==> config.mk <==
export PLATFORM = sky130hd
export DESIGN_NAME = adc_corr_pipe
export DESIGN_NICKNAME = d
export VERILOG_FILES = /design/src/rtl/adc_corr_pkg.sv /design/src/rtl/corr_offset_stage.sv /design/src/rtl/corr_gain_stage.sv /design/src/rtl/corr_round_stage.sv /design/src/rtl/corr_delay_line.sv /design/src/rtl/adc_corr_pipe.sv
export SDC_FILE = /design/constraint.sdc
export NUM_CORES = 1
export LEC_CHECK = 0
export ABC_AREA = 1
export BUFFER_PORTS_ARGS = -buffer_cell sky130_fd_sc_hd__buf_2
export CAP_MARGIN = 20
export CORE_MARGIN = 2
export CORE_UTILIZATION = 29
export CTS_CLUSTER_DIAMETER = 30
export DETAILED_ROUTE_END_ITERATION = 10
export GPL_TIMING_DRIVEN = 0
export PLACE_DENSITY_LB_ADDON = 0.15
export SKIP_CTS_REPAIR_TIMING = 1
export SLEW_MARGIN = 0
export SYNTH_ARGS = -nofsm -noshare
export SYNTH_HDL_FRONTEND = slang
export SYNTH_SLANG_ARGS = --single-unit
export TNS_END_PERCENT = 1
==> constraint.sdc <==
create_clock -name clk -period 8.23 [get_ports clk]
set_clock_uncertainty 0.05 [all_clocks]
set_input_delay 1.2345 -clock clk [delete_from_list [all_inputs] [get_ports clk]]
set_output_delay 1.2345 -clock clk [all_outputs]
set_load 0.02 [all_outputs]
==> src/rtl/adc_corr_pkg.sv <==
package adc_corr_pkg;
    // Default geometry of the correction stage.
    localparam int CORR_DW   = 12; // raw and result code width
    localparam int CORR_OW   = 12; // offset width, two's complement
    localparam int CORR_GW   = 12; // gain width, unsigned
    localparam int CORR_FRAC = 11; // fraction bits of the gain
    localparam int CORR_LAT  = 13; // total register stages, at least 3
endpackage

==> src/rtl/corr_offset_stage.sv <==
module corr_offset_stage #(
    parameter int DW = 12,
    parameter int OW = 12,
    parameter int GW = 12,
    parameter int SW = 14
) (
    input  logic          clk,
    input  logic          rst_n,
    input  logic          flush_i,
    input  logic          vld_i,
    input  logic [DW-1:0] raw_i,
    input  logic [OW-1:0] off_i,
    input  logic [GW-1:0] gain_i,
    output logic          vld_o,
    output logic [SW-1:0] sum_o,
    output logic [GW-1:0] gain_o
);
    typedef struct packed {
        logic          vld;
        logic [SW-1:0] sum;
        logic [GW-1:0] gain;
    } st_t;

    st_t st_d, st_q;
    logic signed [SW-1:0] raw_ext;
    logic signed [SW-1:0] off_ext;

    always_comb begin
        // raw is unsigned, offset sign-extended
        raw_ext     = {{(SW-DW){1'b0}}, raw_i};
        off_ext     = {{(SW-OW){off_i[OW-1]}}, off_i};
        st_d.vld    = vld_i & ~flush_i;
        st_d.sum    = raw_ext + off_ext;
        st_d.gain   = gain_i; // gain travels with its own sample
    end

    always_ff @(posedge clk or negedge rst_n) begin
        if (!rst_n) st_q <= '0;
        else        st_q <= st_d;
    end

    assign vld_o  = st_q.vld;
    assign sum_o  = st_q.sum;
    assign gain_o = st_q.gain;
endmodule

==> src/rtl/corr_gain_stage.sv <==
module corr_gain_stage #(
    parameter int SW = 14,
    parameter int GW = 12,
    parameter int PW = 27
) (
    input  logic                 clk,
    input  logic                 rst_n,
    input  logic                 flush_i,
    input  logic                 vld_i,
    input  logic [SW-1:0]        sum_i,
    input  logic [GW-1:0]        gain_i,
    output logic                 vld_o,
    output logic signed [PW-1:0] prod_o
);
    typedef struct packed {
        logic          vld;
        logic [PW-1:0] prod;
    } st_t;

    st_t st_d, st_q;
    logic signed [PW-1:0] a_ext;
    logic signed [PW-1:0] b_ext;

    always_comb begin
        a_ext     = {{(PW-SW){sum_i[SW-1]}}, sum_i};
        b_ext     = {{(PW-GW){1'b0}}, gain_i};
        st_d.vld  = vld_i & ~flush_i;
        st_d.prod = a_ext * b_ext;
    end

    always_ff @(posedge clk or negedge rst_n) begin
        if (!rst_n) st_q <= '0;
        else        st_q <= st_d;
    end

    assign vld_o  = st_q.vld;
    assign prod_o = $signed(st_q.prod);
endmodule

==> src/rtl/corr_round_stage.sv <==
module corr_round_stage #(
    parameter int DW   = 12,
    parameter int PW   = 27,
    parameter int FRAC = 11
) (
    input  logic                 clk,
    input  logic                 rst_n,
    input  logic                 flush_i,
    input  logic                 vld_i,
    input  logic signed [PW-1:0] prod_i,
    output logic                 vld_o,
    output logic [DW-1:0]        res_o
);
    localparam int HALF   = 1 << (FRAC-1);
    localparam int MAXV   = (1 << DW) - 1;
    localparam int SAT_TH = MAXV << FRAC;

    typedef struct packed {
        logic          vld;
        logic [DW-1:0] res;
    } st_t;

    st_t st_d, st_q;
    logic signed [PW-1:0] rnd;
    logic signed [PW-1:0] shf;

    always_comb begin
        rnd      = prod_i + $signed(PW'(HALF));
        shf      = rnd >>> FRAC;
        st_d.vld = vld_i & ~flush_i;
        if (shf < 0)
            st_d.res = '0;
        else if (shf > $signed(PW'(MAXV)))
            st_d.res = DW'(MAXV);
        else
            st_d.res = shf[DW-1:0];
    end

    always_ff @(posedge clk or negedge rst_n) begin
        if (!rst_n) st_q <= '0;
        else        st_q <= st_d;
    end

    assign vld_o = st_q.vld;
    assign res_o = st_q.res;

    // Negative products must clamp to zero.
    p_clamp_low_r4: assert property (@(posedge clk) disable iff (!rst_n)
        (prod_i < 0) |=> (res_o == '0));

    // Products beyond full scale must clamp to the maximum code.
    p_clamp_high_r5: assert property (@(posedge clk) disable iff (!rst_n)
        (prod_i > $signed(PW'(SAT_TH))) |=> (res_o == DW'(MAXV)));
endmodule

==> src/rtl/corr_delay_line.sv <==
module corr_delay_line #(
    parameter int DW    = 12,
    parameter int DEPTH = 10
) (
    input  logic          clk,
    input  logic          rst_n,
    input  logic          flush_i,
    input  logic          vld_i,
    input  logic [DW-1:0] data_i,
    output logic          vld_o,
    output logic [DW-1:0] data_o
);
    typedef struct packed {
        logic          vld;
        logic [DW-1:0] data;
    } st_t;

    generate
        if (DEPTH == 0) begin : g_none
            assign vld_o  = vld_i & ~flush_i;
            assign data_o = data_i;
        end else begin : g_regs
            st_t [DEPTH-1:0] st_d, st_q;

            always_comb begin
                st_d[0].vld  = vld_i;
                st_d[0].data = data_i;
                for (int i = 1; i < DEPTH; i++)
                    st_d[i] = st_q[i-1];
                for (int i = 0; i < DEPTH; i++)
                    st_d[i].vld = st_d[i].vld & ~flush_i;
            end

            always_ff @(posedge clk or negedge rst_n) begin
                if (!rst_n) st_q <= '0;
                else        st_q <= st_d;
            end

            assign vld_o  = st_q[DEPTH-1].vld;
            assign data_o = st_q[DEPTH-1].data;
        end
    endgenerate
endmodule

==> src/rtl/adc_corr_pipe.sv <==
module adc_corr_pipe
    import adc_corr_pkg::*;
#(
    parameter int DW   = CORR_DW,
    parameter int OW   = CORR_OW,
    parameter int GW   = CORR_GW,
    parameter int FRAC = CORR_FRAC,
    parameter int LAT  = CORR_LAT
) (
    input  logic          clk,
    input  logic          rst_n,
    input  logic          corr_en,
    input  logic [OW-1:0] offset,
    input  logic [GW-1:0] gain,
    input  logic          raw_valid,
    input  logic [DW-1:0] raw_data,
    output logic          out_valid,
    output logic [DW-1:0] out_data
);
    localparam int SW   = DW + 2;          // signed sum of raw and offset
    localparam int PW   = SW + GW + 1;     // signed product
    localparam int TAIL = LAT - 3;         // padding after the three arithmetic stages
    localparam int CW   = $clog2(LAT + 2); // in-flight counter width

    logic                 flush;
    logic                 s1_vld, s2_vld, s3_vld, pipe_vld;
    logic [SW-1:0]        s1_sum;
    logic [GW-1:0]        s1_gain;
    logic signed [PW-1:0] s2_prod;
    logic [DW-1:0]        s3_res, pipe_data;

    assign flush = ~corr_en;

    corr_offset_stage #(.DW(DW), .OW(OW), .GW(GW), .SW(SW)) u_off (
        .clk(clk), .rst_n(rst_n), .flush_i(flush),
        .vld_i(raw_valid), .raw_i(raw_data), .off_i(offset), .gain_i(gain),
        .vld_o(s1_vld), .sum_o(s1_sum), .gain_o(s1_gain));

    corr_gain_stage #(.SW(SW), .GW(GW), .PW(PW)) u_gain (
        .clk(clk), .rst_n(rst_n), .flush_i(flush),
        .vld_i(s1_vld), .sum_i(s1_sum), .gain_i(s1_gain),
        .vld_o(s2_vld), .prod_o(s2_prod));

    corr_round_stage #(.DW(DW), .PW(PW), .FRAC(FRAC)) u_rnd (
        .clk(clk), .rst_n(rst_n), .flush_i(flush),
        .vld_i(s2_vld), .prod_i(s2_prod),
        .vld_o(s3_vld), .res_o(s3_res));

    corr_delay_line #(.DW(DW), .DEPTH(TAIL)) u_dly (
        .clk(clk), .rst_n(rst_n), .flush_i(flush),
        .vld_i(s3_vld), .data_i(s3_res),
        .vld_o(pipe_vld), .data_o(pipe_data));

    always_comb begin
        if (corr_en) begin
            out_valid = pipe_vld;
            out_data  = pipe_data;
        end else begin
            out_valid = raw_valid;
            out_data  = raw_data;
        end
    end

    // Port-level count of samples accepted but not yet delivered.
    logic [CW-1:0] infl_d, infl_q;

    always_comb begin
        infl_d = infl_q;
        if (!corr_en)
            infl_d = '0;
        else
            infl_d = infl_q + CW'(raw_valid) - CW'(out_valid);
    end

    always_ff @(posedge clk or negedge rst_n) begin
        if (!rst_n) infl_q <= '0;
        else        infl_q <= infl_d;
    end

    // Never more samples in flight than pipeline stages.
    p_inflight_r6: assert property (@(posedge clk) disable iff (!rst_n)
        infl_q <= CW'(LAT));

    // An enabled output pulse always belongs to an accepted sample.
    p_no_phantom_r7: assert property (@(posedge clk) disable iff (!rst_n)
        (corr_en && out_valid) |-> (infl_q != '0));
endmodule

# After elaboration in Yosys (flattened, before gate mapping)
# Cells that the tools add are included.
totals:
  romBits: 0
  input_bits: 40
  latchBits: 0
  ramBits: 0
  ff_bits: 198
  out_inout_bits: 13
  n_memories: 0
  elab_cells: 49
op_classes:
  n_eq_ne: 0
  reduce_logical: 0
  add_sub_neg: 2
  mul: 1
  n_bitwise: 13
  order_cmp: 2
  div_mod_pow: 0
  shift: 0
  n_mux: 4
op_table:
  columns: ["cell", "n"]
  rows:
  - ["$mux W12", 3]
  - ["$add A27 B12 Y27 const B", 1]
  - ["$mul A14 B13 Y27", 1]
  - ["$gt A16 B13 Y1 const B", 1]
  - ["$lt A16 B1 Y1 const B", 1]
  - ["$add A13 B12 Y14", 1]
  - ["$and A1 B1 Y1", 13]
  - ["$mux W1", 1]

# Longest topological paths before layout
logic_depth:
  word_depth: 4
  mapped_depth: 25
  ltp_nobuf: 24

# By module
# Synthesis repeated with hierarchy kept, for this count alone.
unflattened:
  cells_unflattened: 1560
  area_unflattened_um2: 13922.1
by_module_without_submodules:
  columns: ["mod", "n_inst", "area_each_um2", "cells_per_inst", "seq_area_each_um2"]
  rows:
  - ["corr_gain_stage", 1, 7961.4, 1071, 700.7]
  - ["corr_delay_line", 1, 3429.5, 163, 3253.1]
  - ["corr_offset_stage", 1, 1480.2, 173, 675.6]
  - ["corr_round_stage", 1, 882.1, 111, 325.3]
  - ["adc_corr_pipe", 1, 168.9, 42, 0.0]

# Worst setup path after synthesis
# No wires, ideal clock.
synth_timing:
  path_kind: "register to register"
  start: "register u_off.st_q, in the netlist u_off.gain_o[1]"
  end: "register u_gain.st_q, in the netlist u_gain.prod_o[24]"
  setup_time_ns: 0.116
  t_arrival_ns: 4.854
  synth_period_minus_slack_ns: 5.021
  stages_incl_launch_ff: 21
  path_slack_ns: 3.209
  required_time_ns: 8.064
  n_path_buf: 1
  cell_sequence: "dfrtp_1 > clkbuf_1 > nand2_1 > inv_1 > fa_1 > inv_1 > fa_1 > inv_1 > fa_1 > fa_1 > inv_1 > fa_1 > inv_1 > ha_1 > a21o_1 > a21oi_1 > nor2_1 > nor3_1 > nand2_1 > nand2_1 > nand2_1"
synth_rtl:
  columns: ["item", "line_no", "text"]
  rows:
  - ["from (decl)", "corr_offset_stage.sv:24", "st_t st_d, st_q;"]
  - ["from (signal assigned)", "corr_offset_stage.sv:39", "else st_q <= st_d;"]
  - ["to (signal assigned)", "corr_gain_stage.sv:33", "else st_q <= st_d;"]
  - ["to (decl)", "corr_gain_stage.sv:20", "st_t st_d, st_q;"]

==> metrics.cfg <==
[floorplanning]
initial_utilization_pct=29.36
num_io_pins=53
die_h_um=215.4
die-area_sq_um=46380
die_x_um=215.4
fp-row-count=77
core_region_area_sq_um=44120

[critical_path]
cp_num_buf_inv=6
required_ps=8530
path_max_fanout=10
r2r-end=u_gain.prod_o[21]
worstSetupPathType=flop to flop
crit_family=adder cells
critPathArrivalTime_ps=6160
rrSetupSlack_ps=2370
worst_path_max_delay_cell=fa_1
crit_chain=clkbuf_1 -> nand2_1 -> inv_1 -> fa_1 -> inv_1 -> fa_1 -> inv_1 -> fa_1 -> fa_1 -> inv_1 -> fa_1 -> inv_1 -> ha_1 -> nand2_1 -> nor3_1 -> nand3b_1 -> nand3_1 -> xor2_1
r2r_start=u_off.sum_o[13]
end_kind=flop
critPathLaunchType=flop
worst-path-stages=18
r2r_cells=18
worst_path_largest_cell_delay_ps=530
cp-startpoint=u_off.sum_o[13]

[route]
drc=0
vias=8436
avgViaCountPerCell=4.129
final_antenna_net_count=0
drt_wl_total_um=29360
drtIter0Drc=455
wl_per_cell_um=14.37
dr.pass1.iters=5

[final_layout]
diodes=0
syn2layout_area_growth_pct=12.76
nNetsFinal=1709
drive_gt1_share_pct=7.857
design_area_sq_um=14610

[timing]
period_share_pct=71.15
setup_viol_count_final=0
period_needed_ps=5856
finalSetupTns_ps=0
max_slew.worst_pin.slew_ps=684.5
setup_slack_ps=2374
rsz0062_at_grt=false
fmax_mhz=170.8
hold_viol=0
finalMaxSlewViolations=0
slew_headroom_pct=54.37

[synthesis]
synth_common_cells=374 x inv_1, 295 x nand2_1, 188 x dfrtp_1
synthFlopType=dfrtp_1
syn-num-nets=1638
yosysMostFrequentCell=inv_1
syn_avg_cell_area_sq_um=9.477
yosysWarnings=0
syn_area_sq_um=12950
synth_top_area_cell=dfrtp_1
async_flop_share_pct=100.0
synth_seq_cells=188
yosys.area.top_type_share_pct=36.31
synth_edf_count=0
synth.distinct_cells=33
postSynthCellCount=1367
ys_seq_area_share_pct=36.31
synth_area_leaders=dfrtp_1 36%, fa_1 24%, inv_1 11%, nand2_1 8.5%, ha_1 7.1%

[worst_hold_path]
hold_end=u_dly.g_regs.st_d[92]
min_path_cells=0
hp-class=flop to flop
min_from=u_dly.g_regs.st_d[79]

[clock_tree]
numCtsBuffers=17
tritoncts=built
cts_sinks=188
cts_max_level=4
cts.path.max_buffers=2
clk_pin_slew_ps=70
clkLatencyLatePin_ps=440
root_buffer=clkbuf_16

[grt]
antenna_found_initial=0
grt_pass1_vias=9122
grt_use_total_pct=13.96
overflow=0
grt_max_degree=121
grt_pass1_wl_um=50050

[placed_design]
post_dp_cell_area_sq_um=13990
place_hpwl_um=23800
io_buffers=51
gp_congestion=0.8518
dp_slack_ps=2350

[flow_run]
drv_cap=0

[outcome]
status=finished, final reports clean

stage by stage:
| stage | utilization [%] | instances | hold slack, ps |
|---|---|---|---|
| floorplan | - | 1367 | 281.2 |
| global placement | 31.62 | 2010 | 282.2 |
| detailed placement | 31.70 | 2011 | 284.7 |
| CTS | 33.11 | 2043 | 292.4 |
| global route | 33.11 | 2043 | 299.6 |
| finish | 33.11 | 2043 | 290.8 |
flip-flops by register name (all words and copies together) (netlist names), 9 cells and up:
| signal | count |
|---|---|
| u_dly.data_o | 12 |
| u_dly.g_regs.st_d | 108 |
| u_dly.g_regs.st_q | 9 |
| u_gain.prod_o | 17 |
| u_off.gain_o | 12 |
| u_off.sum_o | 14 |
| u_rnd.res_o | 12 |
final cells by class:
| cell class | count | area [sq um] |
|---|---|---|
| plain buffers | 33 | 155.1 |
| clock buffers | 19 | 452.9 |
| clock inverters | 13 | 166.4 |
| fillers | 4636 | 29520 |
| inverters | 374 | 1404 |
| multi-input cells | 772 | 6691 |
| flip-flops and latches | 188 | 4705 |
| well taps | 592 | 740.7 |
| repair buffers | 52 | 292.8 |
worst register-to-register path: stages, from the launching register on:
cell      delay [ps]
dfrtp_1          460
clkbuf_1         510
nand2_1          110
inv_1            190
fa_1             470
inv_1            100
fa_1             490
inv_1            380
fa_1             490
fa_1             490
inv_1             60
fa_1             530
inv_1             40
ha_1             370
nand2_1          160
nor3_1           380
nand3b_1         150
nand3_1          120
xor2_1           200
cells by family after synthesis:
family | after synthesis | share of synthesized area (%)
mux | 11 | 0.9562
simple gates | 421 | 13.57
flops | 188 | 36.31
compound gates | 70 | 2.965
buf+inv | 407 | 12.03
xor+xnor | 39 | 2.695
fa+ha+maj | 231 | 31.47
routing by layer:
layer	GRT usage [%]	vias up	part of all wire [%]
li1	-	4107	-
met1	19.29	4222	48
met2	22.67	85	48
met3	2.534	22	2.9
met4	3.471	0	1.4
met5	0	-	0
how the worst max path moves through the flow:
stage          slack (ps)                 to
6_report             2370  u_gain.prod_o[21]
5_1_grt              1920  u_gain.prod_o[26]
4_1_cts              2300  u_gain.prod_o[25]
3_5_place_dp         2350  u_gain.prod_o[25]
3_3_place_gp         2330  u_gain.prod_o[25]
2_1_floorplan        3210  u_gain.prod_o[24]
cell usage in the layout, fill, tap and decap left out, drive strengths merged:
| cell | synthesis | final |
|---|---|---|
| nand3 | 29 | 29 |
| o21ai | 21 | 21 |
| inv | 374 | 381 |
| mux2 | 11 | 11 |
| dfrtp | 188 | 188 |
| nor2b | 1 | 1 |
| xnor2 | 13 | 13 |
| a21o | 7 | 7 |
| a31oi | 1 | 1 |
| o21bai | 4 | 4 |
| a21oi | 35 | 35 |
| clkinvlp | 0 | 1 |
| clkinv | 0 | 4 |
| xor2 | 26 | 26 |
| nand4 | 23 | 23 |
| clkbuf | 28 | 47 |
| and2 | 1 | 1 |
| bufinv | 0 | 1 |
| ha | 73 | 73 |
| o21a | 1 | 1 |
| or2 | 1 | 1 |
| o211ai | 1 | 1 |
| nor2 | 52 | 52 |
| nor4 | 2 | 2 |
| buf | 5 | 57 |
| fa | 158 | 158 |
| nand2 | 301 | 301 |
| nor3 | 7 | 7 |
| nand3b | 4 | 4 |
Power is left out: the tool's default activity adds up to more than one toggle a clock period on the data nets, which glitch-free logic cannot reach.
